**config.mk**
```make
export PLATFORM = sky130hd
export DESIGN_NAME = pws_serializer
export DESIGN_NICKNAME = d
export VERILOG_FILES = /design/src/rtl/pws_pkg.sv /design/src/rtl/pws_capture.sv /design/src/rtl/pws_timebase.sv /design/src/rtl/pws_lanes.sv /design/src/rtl/pws_serializer.sv
export SDC_FILE = /design/constraint.sdc
export NUM_CORES = 1
export LEC_CHECK = 0
export BUFFER_PORTS_ARGS = -buffer_cell sky130_fd_sc_hd__buf_2
export CORE_UTILIZATION = 40
export CTS_CLUSTER_DIAMETER = 120
export DETAILED_ROUTE_END_ITERATION = 8
export GPL_ROUTABILITY_DRIVEN = 0
export HOLD_SLACK_MARGIN = 0.05
export PLACE_DENSITY = 0.66
export REMOVE_ABC_BUFFERS = 1
export SLEW_MARGIN = 25
export SYNTH_ARGS = -nofsm -noshare
export SYNTH_HDL_FRONTEND = slang
export SYNTH_HIERARCHICAL = 1
export SYNTH_SLANG_ARGS = --single-unit
```
**constraint.sdc**
```tcl
create_clock -name clk -period 6.65 [get_ports clk]
set_input_delay 0.665 -clock clk [delete_from_list [all_inputs] [get_ports clk]]
set_output_delay 0.665 -clock clk [all_outputs]
set_load 0.02 [all_outputs]
```
**src/rtl/pws_pkg.sv**
```systemverilog
package pws_pkg;

  localparam int unsigned COLOR_BITS = 24;
  localparam int unsigned SYNC_BITS  = 3;
  localparam int unsigned RSV_BITS   = 2;
  localparam int unsigned MAX_LANES  = 3;

  typedef enum logic [1:0] {
    LM_ONE   = 2'd0,
    LM_TWO   = 2'd1,
    LM_THREE = 2'd2
  } lane_mode_t;

  // The reserved code maps onto three lanes
  function automatic lane_mode_t decode_sel(input logic [1:0] sel);
    case (sel)
      2'b00:   return LM_ONE;
      2'b01:   return LM_TWO;
      default: return LM_THREE;
    endcase
  endfunction

  function automatic int unsigned lane_count(input lane_mode_t m);
    case (m)
      LM_ONE:  return 1;
      LM_TWO:  return 2;
      default: return 3;
    endcase
  endfunction

  function automatic logic [MAX_LANES-1:0] lane_mask(input lane_mode_t m);
    logic [MAX_LANES-1:0] mask;
    for (int i = 0; i < int'(MAX_LANES); i++)
      mask[i] = (i < int'(lane_count(m)));
    return mask;
  endfunction

endpackage

```
**src/rtl/pws_capture.sv**
```systemverilog
module pws_capture
  import pws_pkg::*;
#(
  parameter int unsigned COLOR_W     = COLOR_BITS,
  parameter int unsigned SYNC_STAGES = 2
) (
  input  logic                         clk,
  input  logic                         rst,
  input  logic                         pix_clk,
  input  logic                         cap_pol,
  input  logic                         bus_swap,
  input  logic [COLOR_W-1:0]           pix_bus,
  input  logic                         vsync,
  input  logic                         hsync,
  input  logic                         den,
  output logic [COLOR_W+SYNC_BITS-1:0] word_q
);

  logic [SYNC_STAGES-1:0] sync_q;
  logic                   last_q;
  logic                   lvl;
  logic                   take;
  logic [COLOR_W-1:0]     color;

  always_ff @(posedge clk) begin
    if (rst) begin
      sync_q <= '0;
      last_q <= 1'b0;
    end else begin
      sync_q <= {sync_q[SYNC_STAGES-2:0], pix_clk};
      last_q <= sync_q[SYNC_STAGES-1];
    end
  end

  assign lvl  = sync_q[SYNC_STAGES-1];
  // only the selected edge captures
  assign take = cap_pol ? (!lvl && last_q) : (lvl && !last_q);

  // full reversal of the colour bus
  for (genvar i = 0; i < COLOR_W; i++) begin : g_swap
    assign color[i] = bus_swap ? pix_bus[COLOR_W-1-i] : pix_bus[i];
  end

  always_ff @(posedge clk) begin
    if (rst)
      word_q <= '0;
    else if (take)
      word_q <= {den, hsync, vsync, color};
  end

endmodule

```
**src/rtl/pws_timebase.sv**
```systemverilog
module pws_timebase
  import pws_pkg::*;
#(
  parameter int unsigned FRAME_W = 30,
  parameter int unsigned LANES   = MAX_LANES
) (
  input  logic             clk,
  input  logic             rst,
  input  logic [1:0]       link_sel,
  output logic             load,
  output lane_mode_t       mode_n,
  output logic             clk_out,
  output logic [LANES-1:0] lane_en
);

  localparam int unsigned PH_W = $clog2(FRAME_W);

  function automatic logic [PH_W-1:0] ratio_of(input lane_mode_t m);
    return PH_W'(FRAME_W / lane_count(m));
  endfunction

  logic [PH_W-1:0] ph_q;
  lane_mode_t      mode_q;
  logic [PH_W-1:0] ratio;
  logic [PH_W-1:0] half;
  logic [PH_W-1:0] ph_inc;

  assign ratio  = ratio_of(mode_q);
  assign half   = ratio >> 1;
  assign ph_inc = ph_q + 1'b1;
  assign load   = (ph_q == ratio - 1'b1);
  assign mode_n = decode_sel(link_sel);

  // mode taken only at the frame boundary; R6: clock shape
  always_ff @(posedge clk) begin
    if (rst) begin
      ph_q    <= PH_W'(FRAME_W - 1);
      mode_q  <= LM_ONE;
      clk_out <= 1'b0;
      lane_en <= '0;
    end else if (load) begin
      ph_q    <= '0;
      mode_q  <= mode_n;
      clk_out <= 1'b1;
      lane_en <= LANES'(lane_mask(mode_n));
    end else begin
      ph_q    <= ph_inc;
      clk_out <= (ph_inc < half);
    end
  end

endmodule

```
**src/rtl/pws_lanes.sv**
```systemverilog
module pws_lanes
  import pws_pkg::*;
#(
  parameter int unsigned FRAME_W = 30,
  parameter int unsigned LANES   = MAX_LANES
) (
  input  logic               clk,
  input  logic               rst,
  input  logic               load,
  input  lane_mode_t         mode_n,
  input  logic [FRAME_W-1:0] frame,
  output logic [LANES-1:0]   lane_dat
);

  for (genvar g = 0; g < LANES; g++) begin : g_lane
    logic [LANES-1:0][FRAME_W-1:0] cand;
    logic [FRAME_W-1:0]            ld;
    logic [FRAME_W-1:0]            sr_q;

    // slot s of lane g holds frame bit s*N+g for every lane count N
    for (genvar m = 0; m < LANES; m++) begin : g_mode
      for (genvar s = 0; s < FRAME_W; s++) begin : g_slot
        if ((g < m + 1) && (s * (m + 1) + g < FRAME_W)) begin : g_used
          assign cand[m][s] = frame[s * (m + 1) + g];
        end else begin : g_zero
          assign cand[m][s] = 1'b0;
        end
      end
    end

    always_comb begin
      case (mode_n)
        LM_ONE:  ld = cand[0];
        LM_TWO:  ld = cand[1];
        default: ld = cand[LANES-1];
      endcase
    end

    always_ff @(posedge clk) begin
      if (rst)
        sr_q <= '0;
      else if (load)
        sr_q <= ld;
      else
        sr_q <= {1'b0, sr_q[FRAME_W-1:1]};
    end

    assign lane_dat[g] = sr_q[0];
  end

endmodule

```
**src/rtl/pws_serializer.sv**
```systemverilog
module pws_serializer
  import pws_pkg::*;
#(
  parameter int unsigned COLOR_W     = COLOR_BITS,
  parameter int unsigned SYNC_STAGES = 2,
  parameter int unsigned LANES       = MAX_LANES
) (
  input  logic               clk,
  input  logic               rst,
  input  logic               pix_clk,
  input  logic               cap_pol,
  input  logic               bus_swap,
  input  logic [1:0]         link_sel,
  input  logic [COLOR_W-1:0] pix_bus,
  input  logic               vsync,
  input  logic               hsync,
  input  logic               den,
  output logic               clk_out,
  output logic [LANES-1:0]   lane_en,
  output logic [LANES-1:0]   lane_dat
);

  localparam int unsigned PAY_W   = COLOR_W + SYNC_BITS;
  localparam int unsigned FRAME_W = PAY_W + RSV_BITS + 1;

  logic [PAY_W-1:0]   word_q;
  logic [FRAME_W-1:0] frame;
  logic               load;
  lane_mode_t         mode_n;

  pws_capture #(
    .COLOR_W    (COLOR_W),
    .SYNC_STAGES(SYNC_STAGES)
  ) i_capture (
    .clk     (clk),
    .rst     (rst),
    .pix_clk (pix_clk),
    .cap_pol (cap_pol),
    .bus_swap(bus_swap),
    .pix_bus (pix_bus),
    .vsync   (vsync),
    .hsync   (hsync),
    .den     (den),
    .word_q  (word_q)
  );

  // reserved zeros and odd parity over the payload only
  assign frame = {~^word_q, {RSV_BITS{1'b0}}, word_q};

  pws_timebase #(
    .FRAME_W(FRAME_W),
    .LANES  (LANES)
  ) i_timebase (
    .clk     (clk),
    .rst     (rst),
    .link_sel(link_sel),
    .load    (load),
    .mode_n  (mode_n),
    .clk_out (clk_out),
    .lane_en (lane_en)
  );

  pws_lanes #(
    .FRAME_W(FRAME_W),
    .LANES  (LANES)
  ) i_lanes (
    .clk     (clk),
    .rst     (rst),
    .load    (load),
    .mode_n  (mode_n),
    .frame   (frame),
    .lane_dat(lane_dat)
  );

endmodule

```
==> impl_metrics.toml <==
[floorplanning]
dieHeight_um = 111
start_util_pct = 41.3
die_x_um = 111
die-area_um2 = 12300
core_area_um2 = 11500
ios = 41
rows = 39

[pwr]
peakVddDrop_v = 0.000201
p_sw_share_pct = 31.6
p_leak_nw = 1.87
switching_power_uw = 561
power.density_nw_per_um2 = 337
combPwrFrac_pct = 29.1
internal-power_mw = 1.21
p_seq_share_pct = 39.5
p_clk_share_pct = 31.4

[finish]
stdcell_count = 630
area_growth_pct = 11.0
fillCellCount = 1041
antenna_cells = 0
nNetsFinal = 520
postLayoutCoreUtil_pct = 45.8
final_layout_size_suffix_gt1_share_pct = 20.9

[yosys]
yosysMostFrequentCell = "dfxtp_1"
avgSynthCellArea_um2 = 10.1
synth_cells = 468
yosys.area.top_type = "dfxtp_1"
ys_top_cells_by_count = "dfxtp_1 (96), mux2i_1 (39), nand2b_1 (31)"
synthDistinctLibCells = 57
ys.flop_type = "dfxtp_1"
synth_edf_count = 0
syn_area_um2 = 4740
synth.top_cell.area_share_pct = 40.6
synth_async_sr_flop_share_pct = 0
ys_seq_area_share_pct = 40.6
synth.area.top_cells = "dfxtp_1 (41%), mux2i_1 (8.2%), a211oi_2 (5.0%)"
yosys_warnings = 6
ys_ff_latch = 96

[grt]
grt_overflow = 0
grt_pass1_vias = 3503
grtUsageTotal_pct = 17.5
antenna_found_initial = 0
grt_max_degree = 54
grt_first_pass_wirelength_um = 17500

[critical_path]
required_ns = 6.92
cp_data_arrival_time_ns = 4.00
critPathKind = "flip-flop to flip-flop"
regToRegSetupSlack_ns = 2.92
r2r-start = "i_timebase/mode_q[1]"
crit_path_end_kind = "flip-flop"
cp_cell_sequence = "or3_1 > and3_1 > o21ai_2 > clkinv_1 > buf_4 > nor2_2 > a22o_1"
ff2ff_path_depth = 7
worstPathMaxFanout = 39
critPathLaunchType = "flip-flop"
cpMaxStageDelayCell = "clkinv_1"
cpPeakStageDelay_ns = 0.84
rr_endpoint = "i_lanes/g_lane[0].sr_q[20]"
crit_buf_inv = 2
crit_family = "simple AND/OR/NAND/NOR gates"
startpoint = "i_timebase/mode_q[1]"

[clock_network]
h-tree-depth = 3
cts_resized = 0
holdBufCountCts = 0
cts.sinks = 96
post_cts.repair.setup_buffers = 0
clkTransAtPathRegs_ns = 0.07
clk_latency_ns = 0.33
clockBufferDepth = 2
cts-root-buf = "clkbuf_16"
cts_tree = "done"
cts_made_buffers = 9

[run]
cap_violations = 0

[timing]
worstMarginPinSlew_ns = 0.928
fin_crit_ns = 3.73
fmax_mhz = 268
hold_violations = 0
slew_violations = 0
period_share_pct = 56.0
final.setup_skew_ns = 0.00797
slew_headroom_pct = 37.7
setup_viol = 0
fin_setup_tns_ns = 0
rsz0062_at_grt = "false"
fin_ws_ns = 2.92

[drt]
wl_per_cell_um = 16.6
ant_nets = 0
vias = 3517
drtIter0Drc = 193
routed_wl_um = 10400
drcViolationCount = 0
avgViaCountPerCell = 5.58
first_pass_iters = 4

[placement]
dp_cells = 615
pre_cts_ws_ns = 3.16
dp.final_hpwl_um = 6810
portBuffers = 40

[hold_path]
hold_path_end = "i_capture/sync_q[1]"
worstHoldStart = "i_capture/sync_q[0]"
min_path_type = "flip-flop to flip-flop"
hold_depth = 1

[run_status]
outcome = "finished clean"
## cell families (layout without fill, tap and decap cells)
group / count (synthesis) / after routing / synth area share, %
flip-flops: 96 / 96 / 40.6
XOR/XNOR: 27 / 27 / 5.73
AND/OR/NAND/NOR: 143 / 143 / 18.7
buffers and inverters: 53 / 67 / 5.86
other: 2 / 7 / 0.159
adder cells (fa/ha/maj): 3 / 3 / 0.792
AO/OA/AOI/OAI: 105 / 105 / 19.9
multiplexers: 39 / 39 / 8.24
## power groups by stage
stage               clock [mW]  sequential (mW)  combinational [mW]
detailed placement           0            0.712               0.512
global placement             0            0.710               0.499
floorplan                    0            0.713               0.368
CTS                      0.567            0.700               0.514
global route             0.593            0.710               0.570
finish                   0.557            0.700               0.516
## stage by stage
step	instance area [µm²]	hold slack, ns	total power, mW
after global placement	4920	0.415	1.21
after CTS	5260	0.441	1.78
after floorplan	4500	0.414	1.08
after global routing	5260	0.462	1.87
after detailed placement	4930	0.426	1.22
final	5260	0.439	1.77
## how the worst max path moves through the flow
stage	to	slack, ns	cells past startpoint
6_report	i_lanes/g_lane[0].sr_q[20]	2.92	7
5_1_grt	i_lanes/g_lane[0].sr_q[20]	2.61	7
4_1_cts	i_lanes/g_lane[0].sr_q[20]	3.10	7
3_5_place_dp	i_lanes/g_lane[0].sr_q[16]	3.16	7
3_3_place_gp	i_lanes/g_lane[0].sr_q[22]	3.31	7
2_1_floorplan	i_lanes/g_lane[0].sr_q[1]	3.53	6
## layout make-up
type	count	area (µm²)	share of cell area, %
clock buffers	12	256	4.88
clock inverters	3	65.1	1.24
inverters	6	22.5	0.428
multi-input cells	324	2560	48.7
flip-flops and latches	96	1920	36.6
well taps	143	179	3.40
repair buffers	46	251	4.78
## placed cells by master, fill, tap and decap left out, types with 13 or more instances in the layout
| cell | count |
|---|---|
| nand2b_1 | 31 |
| nand3_1 | 14 |
| mux2i_1 | 39 |
| buf_2 | 39 |
| dfxtp_1 | 96 |
| a22o_1 | 13 |
| a21oi_1 | 19 |
| a211oi_2 | 19 |
| nand4b_1 | 13 |
| xnor2_1 | 19 |
| nor3_1 | 25 |
## registers in the layout, summed over array words and instances, names as in the netlist
signal and count:
i_lanes/g_lane.sr_q 55, i_capture/word_q 27, i_timebase/lane_en 3, i_timebase/ph_q 5, i_timebase/clk_out 1, i_timebase/mode_q 2, i_capture/sync_q 2, i_capture/last_q 1
## worst register-to-register path, cell delays in order, from the launching register on
cell and delay, ns:
dfxtp_1 0.41, or3_1 0.43, and3_1 0.27, o21ai_2 0.20
clkinv_1 0.85, buf_4 0.55, nor2_2 0.68, a22o_1 0.28
## metal layers
layer / vias up / global-route usage, % / routed length, µm
met2: 65 / 28.5 / 5010
met3: 13 / 2.90 / 335
met5: - / 0 / 0
met4: 0 / 7.29 / 161
met1: 1710 / 23.1 / 4930
li1: 1729 / - / -
(Power assumes the default switching activity.)
